<file path="src/rtl/gpt_pkg.sv">
// Shared constants of the timer-aware port: register offsets and pin layout.
// Assumes an 8-pin port whose upper five pins can be taken by the timer.
package gpt_pkg;
    localparam int PORT_W   = 8;
    localparam int ADDR_W   = 2;
    localparam int UPPER_LO = 3;                    // first timer-ownable pin
    localparam int N_UPPER  = PORT_W - UPPER_LO;    // pins the master may claim
    localparam int N_CMP    = 4;                    // compare channels 2..5
    localparam int CTL_W    = 2 * N_CMP;
    localparam logic [ADDR_W-1:0] OFS_DATA = 2'd0;
    localparam logic [ADDR_W-1:0] OFS_DIR  = 2'd1;

    // Index of the compare channel (0 = channel 2) wired to upper pin j,
    // or -1 when the pin has no dedicated compare channel.
    function automatic int cmp_of_upper(input int j);
        return (j < N_CMP) ? (N_CMP - 1 - j) : -1;
    endfunction
endpackage

</file>
<file path="src/rtl/gpt_regs.sv">
// Holds the pin latch and the direction register, written over the bus.
// Assumes single-cycle write strobes; unmapped offsets are dropped.
module gpt_regs
    import gpt_pkg::*;
(
    input  logic              clk,
    input  logic              rst_n,
    input  logic [ADDR_W-1:0] addr,
    input  logic              wr_en,
    input  logic [PORT_W-1:0] wdata,
    output logic [PORT_W-1:0] latch_q,
    output logic [PORT_W-1:0] dir_q
);
    // Pin latch: always takes a write at the data offset.
    always_ff @(posedge clk) begin
        if (!rst_n)
            latch_q <= '0;
        else if (wr_en && addr == OFS_DATA)
            latch_q <= wdata;
    end

    // Direction register: takes a write at its own offset.
    always_ff @(posedge clk) begin
        if (!rst_n)
            dir_q <= '0;
        else if (wr_en && addr == OFS_DIR)
            dir_q <= wdata;
    end

    assert_dir_write_R2: assert property (@(posedge clk) disable iff (!rst_n)
        (wr_en && addr == OFS_DIR) |=> dir_q == $past(wdata));

    assert_latch_hold_R10: assert property (@(posedge clk) disable iff (!rst_n)
        !(wr_en && addr == OFS_DATA) |=> $stable(latch_q));

    assert_latch_write_R9: assert property (@(posedge clk) disable iff (!rst_n)
        (wr_en && addr == OFS_DATA) |=> latch_q == $past(wdata));
endmodule

</file>
<file path="src/rtl/gpt_pinmux.sv">
// Chooses, for each pin, who owns the driver: direction/latch or a timer channel.
// Assumes the master mask outranks every dedicated compare channel.
module gpt_pinmux
    import gpt_pkg::*;
(
    input  logic               clk,
    input  logic               rst_n,
    input  logic [PORT_W-1:0]  dir_q,
    input  logic [PORT_W-1:0]  latch_q,
    input  logic [CTL_W-1:0]   cmp_ctl,
    input  logic [N_CMP-1:0]   cmp_lvl,
    input  logic [N_UPPER-1:0] mst_mask,
    input  logic [N_UPPER-1:0] mst_lvl,
    input  logic               cap4_sel,
    input  logic               pacc_en,
    output logic [PORT_W-1:0]  pad_oe,
    output logic [PORT_W-1:0]  pad_out
);
    logic [N_UPPER-1:0] tmr_own;
    logic [N_UPPER-1:0] tmr_lvl;

    // Capture-only pins: plain general-purpose behaviour.
    always_comb begin
        pad_oe[UPPER_LO-1:0]  = dir_q[UPPER_LO-1:0];
        pad_out[UPPER_LO-1:0] = latch_q[UPPER_LO-1:0];
    end

    for (genvar j = 0; j < N_UPPER; j++) begin : g_upper
        localparam int CH = cmp_of_upper(j);
        logic ch_own;
        logic ch_lvl;
        if (CH >= 0) begin : g_cmp
            if (j == 0) begin : g_shared
                // Shared pin: the compare channel counts only when capture is not selected.
                always_comb ch_own = (cmp_ctl[2*CH +: 2] != 2'b00) && !cap4_sel;
            end else begin : g_plain
                // Dedicated compare pin: any nonzero field claims it.
                always_comb ch_own = (cmp_ctl[2*CH +: 2] != 2'b00);
            end
            always_comb ch_lvl = cmp_lvl[CH];
        end else begin : g_none
            // Pulse counter pin: no dedicated compare channel.
            always_comb begin
                ch_own = 1'b0;
                ch_lvl = 1'b0;
            end
        end

        // Merge master and dedicated channel; the master wins.
        always_comb begin
            tmr_own[j] = mst_mask[j] | ch_own;
            tmr_lvl[j] = mst_mask[j] ? mst_lvl[j] : ch_lvl;
        end

        // Drive the pad from the timer when owned, else from direction/latch.
        always_comb begin
            pad_oe[UPPER_LO+j]  = tmr_own[j] | dir_q[UPPER_LO+j];
            pad_out[UPPER_LO+j] = tmr_own[j] ? tmr_lvl[j] : latch_q[UPPER_LO+j];
        end
    end

    assert_lower_free_R3: assert property (@(posedge clk) disable iff (!rst_n)
        $stable(dir_q[UPPER_LO-1:0]) && $stable(latch_q[UPPER_LO-1:0])
        |-> $stable(pad_oe[UPPER_LO-1:0]) && $stable(pad_out[UPPER_LO-1:0]));

    assert_master_claim_R6: assert property (@(posedge clk) disable iff (!rst_n)
        mst_mask[1] |-> pad_oe[UPPER_LO+1] && pad_out[UPPER_LO+1] == mst_lvl[1]);

    assert_cap4_blocks_R5: assert property (@(posedge clk) disable iff (!rst_n)
        (cap4_sel && !mst_mask[0] && !dir_q[UPPER_LO]) |-> !pad_oe[UPPER_LO]);

    assert_pacc_output_R7: assert property (@(posedge clk) disable iff (!rst_n)
        (pacc_en && dir_q[PORT_W-1]) |-> pad_oe[PORT_W-1]);

    assert_cmp2_drive_R4: assert property (@(posedge clk) disable iff (!rst_n)
        (cmp_ctl[1:0] != 2'b00 && !mst_mask[N_UPPER-2])
        |-> pad_oe[PORT_W-2] && pad_out[PORT_W-2] == cmp_lvl[0]);
endmodule

</file>
<file path="src/rtl/gpt_readback.sv">
// Read path: returns sensed pin levels or driver levels, and the direction register.
// Assumes combinational reads qualified by the read strobe.
module gpt_readback
    import gpt_pkg::*;
(
    input  logic              clk,
    input  logic              rst_n,
    input  logic [ADDR_W-1:0] addr,
    input  logic              rd_en,
    input  logic [PORT_W-1:0] pin_in,
    input  logic [PORT_W-1:0] pad_oe,
    input  logic [PORT_W-1:0] pad_out,
    input  logic [PORT_W-1:0] dir_q,
    output logic [PORT_W-1:0] rdata
);
    logic [PORT_W-1:0] sensed;

    // Per-pin choice between driver level and pad level.
    always_comb sensed = (pad_oe & pad_out) | (~pad_oe & pin_in);

    // Offset decode of the read data.
    always_comb begin
        rdata = '0;
        if (rd_en) begin
            case (addr)
                OFS_DATA: rdata = sensed;
                OFS_DIR:  rdata = dir_q;
                default:  rdata = '0;
            endcase
        end
    end

    assert_input_sense_R8: assert property (@(posedge clk) disable iff (!rst_n)
        (rd_en && addr == OFS_DATA) |-> (rdata & ~pad_oe) == (pin_in & ~pad_oe));

    assert_idle_read_R10: assert property (@(posedge clk) disable iff (!rst_n)
        !rd_en |-> rdata == '0);
endmodule

</file>
<file path="src/rtl/gpio_timer_port.sv">
// Top of the timer-aware 8-pin port: register bank, pin mux and read path.
// Assumes the timer inputs are synchronous to clk.
module gpio_timer_port
    import gpt_pkg::*;
(
    input  logic               clk,
    input  logic               rst_n,
    input  logic [ADDR_W-1:0]  bus_addr,
    input  logic               bus_wr_en,
    input  logic               bus_rd_en,
    input  logic [PORT_W-1:0]  bus_wdata,
    output logic [PORT_W-1:0]  bus_rdata,
    input  logic [CTL_W-1:0]   cmp_ctl,
    input  logic [N_CMP-1:0]   cmp_lvl,
    input  logic [N_UPPER-1:0] mst_mask,
    input  logic [N_UPPER-1:0] mst_lvl,
    input  logic               cap4_sel,
    input  logic               pacc_en,
    input  logic [PORT_W-1:0]  pin_in,
    output logic [PORT_W-1:0]  pad_oe,
    output logic [PORT_W-1:0]  pad_out
);
    logic [PORT_W-1:0] latch_q;
    logic [PORT_W-1:0] dir_q;

    gpt_regs u_regs (
        .clk(clk), .rst_n(rst_n), .addr(bus_addr), .wr_en(bus_wr_en),
        .wdata(bus_wdata), .latch_q(latch_q), .dir_q(dir_q)
    );

    gpt_pinmux u_mux (
        .clk(clk), .rst_n(rst_n), .dir_q(dir_q), .latch_q(latch_q),
        .cmp_ctl(cmp_ctl), .cmp_lvl(cmp_lvl), .mst_mask(mst_mask),
        .mst_lvl(mst_lvl), .cap4_sel(cap4_sel), .pacc_en(pacc_en),
        .pad_oe(pad_oe), .pad_out(pad_out)
    );

    gpt_readback u_rd (
        .clk(clk), .rst_n(rst_n), .addr(bus_addr), .rd_en(bus_rd_en),
        .pin_in(pin_in), .pad_oe(pad_oe), .pad_out(pad_out), .dir_q(dir_q),
        .rdata(bus_rdata)
    );

    assert_reset_quiet_R1: assert property (@(posedge clk) disable iff (!rst_n)
        $rose(rst_n) |-> pad_oe == '0);
endmodule

</file>
<file path="config.mk">
export PLATFORM = sky130hd
export DESIGN_NAME = gpio_timer_port
export DESIGN_NICKNAME = d
export VERILOG_FILES = /design/src/rtl/gpt_pkg.sv /design/src/rtl/gpt_regs.sv /design/src/rtl/gpt_pinmux.sv /design/src/rtl/gpt_readback.sv /design/src/rtl/gpio_timer_port.sv
export SDC_FILE = /design/constraint.sdc
export NUM_CORES = 1
export LEC_CHECK = 0
export CAP_MARGIN = 10
export CORE_MARGIN = 3
export CORE_UTILIZATION = 39
export DETAILED_ROUTE_END_ITERATION = 8
export PLACE_DENSITY = 0.84
export SLEW_MARGIN = 20
export SYNTH_ARGS = -nofsm -noshare
export SYNTH_HDL_FRONTEND = slang
export SYNTH_SLANG_ARGS = --single-unit
</file>
<file path="constraint.sdc">
create_clock -name clk -period 2.81 [get_ports clk]
set_input_delay 0.281 -clock clk [delete_from_list [all_inputs] [get_ports clk]]
set_output_delay 0.281 -clock clk [all_outputs]
set_load 0.03 [all_outputs]
</file>
Word-level counts from Yosys, hierarchy flattened

Cells that the tools add are included.

Register bits after elaboration: 16
Latch bits: 0
Bits in writable memories: 0
Memory bits (read-only): 0
Bits of input ports: 46
Output and inout port bits: 24
Word-level logic and storage cells: 36
Memories kept: 0

$add $sub $neg: 0
Multiply operators: 0
Divide/modulo/power cells: 0
Order comparisons: 0
Equal/unequal tests: 1
Shift-type cells: 0
Multiplexer cells: 11
Bitwise logic cells: 13
Reductions and logical operators: 9

Operators with widths:

| kind                                           | count |
|---|---|
| AND 8 bit                                      | 2 |
| one-hot mux 8 bit (2 select lines)             | 1 |
| 2-to-1 mux 1 bit                               | 9 |
| bitwise OR 1 bit                               | 9 |
| 2-to-1 mux 8 bit                               | 1 |
| inverter 8 bit                                 | 1 |
| bitwise OR 8 bit                               | 1 |
| nonzero test 2 bit                             | 4 |
| logical AND 1 bit                              | 3 |
| == test 2 x 1 -> 1 bit (second input constant) | 1 |
| zero test 2 bit                                | 1 |
| zero test 1 bit                                | 1 |

Longest topological paths before layout

Gate-level depths: netlist of the first run.

Depth in word-level cells: 9
Depth in mapped cells: 4
Depth with buffers taken out: 3

Modules after synthesis

Synthesis of the first run repeated with hierarchy kept, for this count alone.

Cells, all modules: 119
Area, all modules: 1076.0 µm²

By module, submodules not included:

| module       | times used | cells an instance | area an instance (µm²) | sequential area each (µm²) |
|---|---|---|---|---|
| gpt_regs     | 1          | 62                | 631.9                  | 320.3 |
| gpt_readback | 1          | 27                | 247.7                  | 0.0 |
| gpt_pinmux   | 1          | 30                | 196.4                  | 0.0 |

Least setup slack after synthesis of the first run

Ideal clock, no wire load.

Path type: input to output
From: input port cmp_ctl[5]
To: output port bus_rdata[4]
Data arrival time: 1562 ps
Data required time: 2529 ps
Slack: 967 ps
Cell stages on the path: 3
Buffers on the path: 0
Path through: o21ba_2 > a211o_1 > a311oi_1

Word-level cells in the longest chain between the ends: 8
Elaborated cells between the ends (all ways): 10
Those cells by class: 3 x mux; 6 x bitwise; 1 x reduce/logical

Ends and longest elaborated chain:

| what                                 | RTL line              | text |
|---|---|---|
| start: declaration                   | gpio_timer_port.sv:13 | `input logic [CTL_W-1:0] cmp_ctl,` |
| nonzero test 2 bit *                 | gpt_pinmux.sv:38      | `always_comb ch_own = (cmp_ctl[2*CH +: 2] != 2'b00);` |
| bitwise OR 1 bit *                   | gpt_pinmux.sv:51      | `tmr_own[j] = mst_mask[j] \| ch_own;` |
| bitwise OR 1 bit                     | gpt_pinmux.sv:57      | `pad_oe[UPPER_LO+j] = tmr_own[j] \| dir_q[UPPER_LO+j];` |
| inverter 8 bit                       | gpt_readback.sv:19    | `always_comb sensed = (pad_oe & pad_out) \| (~pad_oe & pin_in);` |
| AND 8 bit                            | gpt_readback.sv:19    |  |
| bitwise OR 8 bit *                   | gpt_readback.sv:19    |  |
| one-hot mux 8 bit (2 select lines) * | gpt_readback.sv:25    | `case (addr)` |
| 2-to-1 mux 8 bit *                   | gpt_readback.sv:24    | `if (rd_en) begin` |
| end: declaration                     | gpio_timer_port.sv:12 | `output logic [PORT_W-1:0] bus_rdata,` |

Every way passes the cells marked *; elsewhere a longest branch is shown, timed or not.

Worst setup path in the final report of the first run

From: input port bus_addr[0]
To: output port bus_rdata[7]

Word-level cells in the longest chain between the ends: 3
Elaborated cells between the ends (all ways): 4
Those cells by class: 1 x eq/ne; 2 x mux; 1 x reduce/logical

Ends and longest elaborated chain:

| what                                                             | RTL line             | text |
|---|---|---|
| start: declaration                                               | gpio_timer_port.sv:8 | `input logic [ADDR_W-1:0] bus_addr,` |
| == test 2 x 1 -> 1 bit / zero test 2 bit (equally long branches) | gpt_readback.sv:25   |  |
| one-hot mux 8 bit (2 select lines) *                             | gpt_readback.sv:25   |  |
| 2-to-1 mux 8 bit *                                               | gpt_readback.sv:24   |  |

Marks and branches as above.

==> results of run 1 <==
## worst paths after layout
kind         cells past startpoint           endpoint              start
max                              5       bus_rdata[7]        bus_addr[0]
min                              2  u_regs.latch_q[3]  u_regs.latch_q[3]
max reg2reg                      2    u_regs.dir_q[6]    u_regs.dir_q[6]
min reg2reg                      2  u_regs.latch_q[3]  u_regs.latch_q[3]
## layer usage
layer / part of all wire / global-route usage / up-vias
met3: 0.067 / 0.05263 / 6
met1: 0.39 / 0.2110 / 509
met5: 0 / 0 / -
met2: 0.53 / 0.3732 / 40
met4: 0.017 / 0.02980 / 0
li1: - / - / 562
## cell type report
cell class | count | area (um^2) | area share
timing repair buffer | 70 | 695.7 | 0.3904
sequential | 16 | 320.3 | 0.1798
tap | 30 | 37.54 | 0.02107
inverter | 2 | 7.507 | 0.004213
multi-input combinational | 95 | 684.4 | 0.3841
clock buffer | 4 | 36.28 | 0.02037
## critical path, delay by kind of cell
kind	cells	cell delay (ps)
compound gates	2	360
buf+inv	3	1590
## state kept, by name, indices dropped and copies added (netlist names)
name,count
u_regs.dir_q,8
u_regs.latch_q,8
## kinds of logic after synthesis
kind of cell	Yosys count	share of synthesized area
AO/OA/AOI/OAI	21	0.1545
buffers and inverters	13	0.07201
flip-flops	16	0.2973
multiplexers	24	0.2242
AND/OR/NAND/NOR	50	0.2520
## power breakdown
| part | leakage [nW] | total, mW | internal (mW) | switching, mW |
|---|---|---|---|---|
| sequential | 0.130 | 0.242 | 0.234 | 0.00726 |
| clock | 0.0210 | 0.150 | 0.0789 | 0.0713 |
| combinational | 0.528 | 0.211 | 0.119 | 0.0925 |
## cells in the mapped netlist
| cell type | number | area share |
|---|---|---|
| nor2_1 | 12 | 0.042 |
| nor2b_1 | 16 | 0.093 |
| a2111oi_2 | 1 | 0.014 |
| a311oi_1 | 3 | 0.024 |
| mux2i_1 | 23 | 0.21 |
| mux2_2 | 1 | 0.010 |
| nand2b_1 | 2 | 0.012 |
| buf_2 | 2 | 0.0093 |
| buf_1 | 1 | 0.0035 |
| o21ai_0 | 3 | 0.014 |
| clkbuf_1 | 1 | 0.0035 |
| nor3b_1 | 4 | 0.028 |
| nand3b_1 | 1 | 0.0070 |
| inv_1 | 2 | 0.0070 |
| a21oi_1 | 4 | 0.019 |
| a22o_1 | 1 | 0.0081 |
| a211oi_1 | 2 | 0.014 |
| dfxtp_1 | 16 | 0.30 |
| nor3_1 | 4 | 0.019 |
| or3_1 | 1 | 0.0058 |
| or2_2 | 3 | 0.017 |
| o21ba_2 | 4 | 0.037 |
| or3b_1 | 1 | 0.0081 |
| a211o_1 | 3 | 0.024 |
| buf_4 | 7 | 0.049 |
| nand2_1 | 6 | 0.021 |
## stage by stage
| stage | power (mW) | hold slack (ps) | area, um^2 | std cells | utilization |
|---|---|---|---|---|---|
| 4_1_cts | 0.6097 | 551.7 | 1782 | 217 | 0.7001 |
| 3_5_place_dp | 0.4589 | 534.6 | 1745 | 213 | 0.6858 |
| 6_report | 0.6033 | 544.0 | 1782 | 217 | 0.7001 |
| 5_1_grt | 0.6362 | 589.9 | 1782 | 217 | 0.7001 |
| 2_1_floorplan | 0.3480 | 409.2 | 1077 | 124 | - |
| 3_3_place_gp | 0.4528 | 521.3 | 1745 | 213 | 0.6858 |
==> metrics, run 1 <==
# Post-CTS Setup Buffers 0; global-route wire length before repair 5.209 mm; Post-Syn Area per Cell 8.688 um^2; Tmin final 2506 ps; final net count 234; CTS Root Cell clkbuf_4; CP Capture Type primary output; Worst Path Required 2530 ps; Hold Buf Count CTS 0; total wire length 3.125 mm; post-route worst setup slack 304.3 ps; Setup violations, final 0; CTS tree done; CP Class input pin to primary output; pin count of the biggest net entering global routing 17; Post-Syn Nets 170; die height 58.56 um; Final Cycle Share 0.8917; Final TNS setup 0 ps; Max Clk Rate 399.1 MHz; post-route ant nets 0; IO Port Bufs 68; Slew @ Worst Pin 554.6 ps; most frequent cells in the layout clkdlybuf4s50_1, mux2i_1, nor2b_1, dfxtp_1, nor2_1; dpl hpwl 2.542 mm; Synth Cell Area 0.001077 mm^2; cts bufs inserted 3; peak supply drop 409.0 uV; routed vias/inst 5.147; Vias 1117; number of global-route vias before repair 1225; RSZ-0062 raised after global routing false; Reg2Reg Setup Slack 2140 ps; Placement Setup Slack 305.3 ps; Core Area 0.002545 mm^2; CP max-delay cell clkdlybuf4s50_1; Syn Inst Count 124; CP Max Fanout 13; drt initial violations 35; Hold Fails Final Rpt 0; critical-path cell list clkdlybuf4s50_1 -> inv_1 -> a21oi_1 -> a211oi_1 -> clkdlybuf4s50_1; drt pass-1 iters 4; Netlist cell types 26; commonest non-fill, non-tap cell in the layout clkdlybuf4s50_1; count of pins over their slew limit 0; Yosys reg bits 16; sequential area share after synthesis 0.2973; Clock Path Buffers 2; CP Data Arrival Time 2220 ps; Worst-path clk slew 90 ps; DR WL/cell 14.40 um; Max-slew headroom 0.6292; initial antenna violation count 0; overflow left after global routing 0; row count 18; gpl congestion 0.7353; status completed; Hold Crit Class flop to flop; post-CTS resize count 0; max-cap check violation count 0; worst skew pair latency 280 ps; skew final 0 ps; Yosys warning count 0; CP dominant cell by count clkdlybuf4s50_1; drt drc 0; worst stage delay on the critical path 710 ps; # H-tree levels 1; Boundary Pins 70; die width 58.56 um; total track usage 0.1934; Initial Util 0.4233; # fillers 201; leakage power 0.6794 nW; layout overhead on the synthesized area 65.39%; clk sinks 16; Die Area 0.003429 mm^2; ANT cells 0; share of cells above drive strength 1 0.08556; PwrDens 338.6 mW/mm^2; Worst setup SP type input pin
(Power assumes the default switching activity.)
==> run 2, diff against run 1 <==
--- a/config.mk
+++ b/config.mk
@@ -10,7 +10,7 @@
 export CORE_UTILIZATION = 39
 export DETAILED_ROUTE_END_ITERATION = 8
 export PLACE_DENSITY = 0.84
-export SLEW_MARGIN = 20
+export SLEW_MARGIN = 10
 export SYNTH_ARGS = -nofsm -noshare
 export SYNTH_HDL_FRONTEND = slang
 export SYNTH_SLANG_ARGS = --single-unit
==> constraint.sdc (replaced) <==
create_clock -name clk -period 2.81 [get_ports clk]
set_input_delay 0.843 -clock clk [delete_from_list [all_inputs] [get_ports clk]]
set_output_delay 0.843 -clock clk [all_outputs]
set_load 0.03 [all_outputs]
==> run 2 against run 1 <==
  * Register-to-register slack about the same
  * Count of clock-buffer cells in the layout down 1
  * Maximum frequency down 9.4%
  * Largest cell class is now multi-input gates
  * Non-clock buffer count up 14
  * Critical endpoint is now bus_rdata[5]
  * Die area unchanged
  * First-iteration DRC count down 31%
  * Setup slack worse by 260 ps
  * Global-route usage up 0.14 points
  * Cell count up 6.0%
  * Clock skew unchanged
  * Via count up 2.3%
  * Design area up 5.3%
==> metrics, run 2 (synthesis results as in run 1) <==
post-route ant nets 0; Initial Util 0.4233; Worst-path clk slew 90 ps; RSZ-0062 raised after global routing true; row count 18; total wire length 3.254 mm; Placement Setup Slack -395.2 ps; pin count of the biggest net entering global routing 17; Core Area 0.002545 mm^2; PwrDens 308.3 mW/mm^2; routed vias/inst 4.970; Worst setup SP type input pin; Hold Buf Count CTS 0; CP Class input pin to primary output; final net count 248; overflow left after global routing 0; initial antenna violation count 0; status completed; CTS Root Cell clkbuf_4; clk sinks 16; ANT cells 0; Hold Crit Class flop to flop; Setup violations, final 0; share of cells above drive strength 1 0.3000; Tmin final 2767 ps; final total power 578.3 uW; CP Data Arrival Time 1920 ps; dpl hpwl 2.656 mm; Max Clk Rate 361.4 MHz; leakage power 0.8068 nW; gpl congestion 0.7501; Boundary Pins 70; DR WL/cell 14.15 um; max-cap check violation count 0; cts bufs inserted 3; Slew @ Worst Pin 560.7 ps; worst skew pair latency 270 ps; drt drc 0; post-route worst setup slack 43.32 ps; Max-slew headroom 0.6251; die height 58.56 um; biggest regs u_regs.dir_q: 8 flops, u_regs.latch_q: 8 flops; die width 58.56 um; R2R depth 2; number of global-route vias before repair 1184; CP Max Fanout 2; # H-tree levels 1; CP Capture Type primary output; layout overhead on the synthesized area 74.10%; CTS tree done; Vias 1143; skew final 0 ps; total track usage 0.1948; Clock Path Buffers 2; drt pass-1 iters 4; IO Port Bufs 68; peak supply drop 277.1 uV; global-route wire length before repair 5.326 mm; Worst Path Required 1970 ps; Hold Fails Final Rpt 0; Die Area 0.003429 mm^2; Final Cycle Share 0.9846; drt initial violations 24; Hold WS 549.8 ps; count of pins over their slew limit 0; hold path cells 2; final core occ 0.7370; commonest non-fill, non-tap cell in the layout buf_4; most frequent cells in the layout buf_4, clkdlybuf4s50_1, mux2i_1; Final TNS setup 0 ps
## run 2: changes by cell type in the layout (fill, tap and decap cells not counted), sizes merged
cell | before | now
dlygate4sd2 | 0 | 15
clkbuf | 4 | 10
buf | 2 | 30
clkdlybuf4s50 | 68 | 25
clkdlybuf4s15 | 0 | 7
## run 2: worst paths after layout
path | start | slack (ps) | end
setup / recovery | cmp_ctl[2] | 40 | bus_rdata[5]
hold / removal | u_regs.latch_q[0] | 550 | u_regs.latch_q[0]
setup reg to reg | u_regs.dir_q[7] | 2140 | u_regs.dir_q[7]
hold reg to reg | u_regs.latch_q[0] | 550 | u_regs.latch_q[0]
## run 2: power breakdown
part           total [mW]  internal [mW]  switching, mW
sequential          0.242          0.234        0.00714
combinational       0.224          0.120          0.103
clock               0.113         0.0495         0.0637
total               0.578          0.404          0.174
## run 2: final cells by class
type | count | area (um^2)
inverter | 2 | 7.507
tap | 30 | 37.54
sequential | 16 | 320.3
clock buffer | 3 | 22.52
multi-input combinational | 95 | 765.7
timing repair buffer | 84 | 721.9
fill | 200 | 669.4
## run 2: what timing repair did
| action | 4_1_cts | 5_1_grt |
|---|---|---|
| endpoints found under the setup margin | 16 | 6 |
| pin swaps | 14 | 10 |
| setup buffers | 1 | 1 |
| gates resized for setup | 49 | 19 |
| gates cloned | 0 | 0 |
## run 2: per-layer routing
layer,track usage,vias up,part of all wire
li1,-,586,-
met1,0.2406,519,0.42
met2,0.3684,38,0.51
met3,0.02412,0,0.066
met4,0.01987,0,0
met5,0,-,0
## run 2: through the flow
stage / instances / instance area, um^2
after floorplan: 124 / 1109
after global placement: 227 / 1849
after detailed placement: 227 / 1849
after CTS: 230 / 1889
after global routing: 230 / 1876
final: 230 / 1876
## run 2: worst max-delay path, cell delays in order
cell and delay (ps):
clkbuf_2 100, o21ba_4 210, a211o_1 270, a311oi_2 290, buf_4 210
==> run 3, diff against run 2 <==
--- a/config.mk
+++ b/config.mk
@@ -6,7 +6,8 @@
 export NUM_CORES = 1
 export LEC_CHECK = 0
 export CAP_MARGIN = 10
-export CORE_MARGIN = 3
+export CORE_ASPECT_RATIO = 0.6
+export CORE_MARGIN = 2
 export CORE_UTILIZATION = 39
 export DETAILED_ROUTE_END_ITERATION = 8
 export PLACE_DENSITY = 0.84
==> run 3 against run 2 <==
  * Clock power increased by 81%
  * Cell count increased by 2.2%
  * Total power increased by 16%
  * Clock skew unchanged
  * Core utilization increased by 0.86 points
  * Global-route usage increased by 2.2 points
  * Maximum frequency about the same
  * Hold slack got worse by 11 ps
  * Routed wire length increased by 3.0%
  * Critical path depth unchanged
  * Count of clock-buffer cells in the layout increased by 1
==> metrics, run 3 (synthesis results as in run 1) <==
Initial Util 0.4212; overflow left after global routing 0; Hold Fails Final Rpt 0; gpl congestion 0.8001; hold path cells 2; global-route wire length before repair 5.271 mm; Hold Crit Class flop to flop; post-route ant nets 0; clock share of power 0.303; biggest regs u_regs.dir_q: 8 flops, u_regs.latch_q: 8 flops; grt peak-use layer met2; logic gate share of total power 0.337; skew final 0 ps; drt drc 0; number of global-route vias before repair 1154; Max Clk Rate 361.3 MHz; Final TNS setup 0 ps; drt initial violations 34; die width 71.85 um; CTS tree done; RSZ-0062 raised after global routing true; area taken by flip-flops and latches 320.3 um^2; most frequent cells in the layout buf_4, clkdlybuf4s50_1, mux2i_1; Core Area 0.002557 mm^2; leakage power 0.8353 nW; ANT cells 0; r2r endpoint u_regs.dir_q[3]; total wire length 3.350 mm; Max-slew headroom 0.6116; Reg2Reg Setup Slack 2120 ps; clk sinks 16; Worst setup SP type input pin; R2R depth 2; status completed; Tmin final 2768 ps; CP startpoint cmp_ctl[7]; pin count of the biggest net entering global routing 17; Reg2Reg Launch Point u_regs.dir_q[3]; dpl hpwl 2.608 mm; Layout Cells excl Fill 235; CP Class input pin to primary output; cts bufs inserted 3; Hold Buf Count CTS 0; Worst-path clk slew 60 ps; Die Area 0.003212 mm^2; drt pass-1 iters 4; peak supply drop 271.9 uV; met1 Usage GRT 0.2569; CP endpoint bus_rdata[3]; M2 GR Usage 0.3796; CTS Root Cell clkbuf_8; Final Cycle Share 0.9850; CP Capture Type primary output; Vias 1145; M3 GR Usage 0.07589; placed insts 231; initial antenna violation count 0; # H-tree levels 1; commonest non-fill, non-tap cell in the layout buf_4; final net count 250; routed vias/inst 4.872; Boundary Pins 70; Worst Path Required 1970 ps; Multi-input gate area 765.7 um^2; IO Port Bufs 68; DR WL/cell 14.26 um; CP Max Fanout 3; register share of total power 0.360; Slew @ Worst Pin 580.8 ps; share of cells above drive strength 1 0.3399; CP Data Arrival Time 1920 ps; count of pins over their slew limit 0; row count 14; # fillers 184; total track usage 0.2172; switching power 192.9 uW; max-cap check violation count 0; layout overhead on the synthesized area 77.00%; sw frac 0.2865; Setup violations, final 0; internal power 480.5 uW; worst skew pair latency 240 ps; die height 44.71 um; PwrDens 353.2 mW/mm^2; Clock Path Buffers 2
-- run 3: per-layer routing --
metal | part of all wire | vias to the layer above | routed length [um]
met5 | 0 | - | 0
met1 | 0.45 | 508 | 1513
met3 | 0.067 | 4 | 224
li1 | - | 590 | -
met2 | 0.47 | 43 | 1579
met4 | 0.0099 | 0 | 33
-- run 3: how the worst min path moves through the flow --
| stage | from | end | slack [ps] |
|---|---|---|---|
| floorplan | u_regs.latch_q[7] | u_regs.latch_q[7] | 490 |
| global placement | u_regs.latch_q[7] | u_regs.latch_q[7] | 520 |
| detailed placement | u_regs.latch_q[7] | u_regs.latch_q[7] | 520 |
| CTS | u_regs.latch_q[7] | u_regs.latch_q[7] | 540 |
| global route | u_regs.latch_q[0] | u_regs.latch_q[0] | 580 |
| finish | u_regs.latch_q[7] | u_regs.latch_q[7] | 540 |
-- run 3: what timing repair did --
action | CTS | global route
gates resized for setup | 51 | 24
gates cloned | 0 | 0
endpoints found under the setup margin | 14 | 4
setup buffers | 0 | 1
pin swaps | 14 | 12
-- run 3: critical path, cell delays in order --
cell and delay (ps):
buf_6 90, o21ba_4 220, a22o_4 230, a2111oi_4 330
buf_4 210
-- run 3: power by group through the flow --
stage	Combinational (mW)	Sequential (mW)	Clock, mW
final	0.227	0.242	0.204
after global routing	0.241	0.243	0.224
after CTS	0.227	0.242	0.211
after detailed placement	0.230	0.247	0
after global placement	0.224	0.246	0
after floorplan	0.108	0.245	0
-- run 3: cell type report --
class | instances | share of cell area
inverter | 2 | 0.003937
tap | 32 | 0.02100
clock buffer | 4 | 0.02887
sequential | 16 | 0.1680
timing repair buffer | 86 | 0.3766
multi-input combinational | 95 | 0.4016
-- run 3: metrics by stage --
step / hold WS, ps / power [mW] / worst slack, ps / util / area (um^2)
after floorplan: 492.3 / 0.3531 / 18.95 / - / 1109
after global placement: 524.4 / 0.4704 / -394.5 / 0.7280 / 1862
after detailed placement: 524.7 / 0.4772 / -404.8 / 0.7280 / 1862
after CTS: 541.6 / 0.6798 / 0.8453 / 0.7568 / 1936
after global routing: 575.9 / 0.7077 / -3.866 / 0.7456 / 1907
final: 539.0 / 0.6734 / 42.26 / 0.7456 / 1907
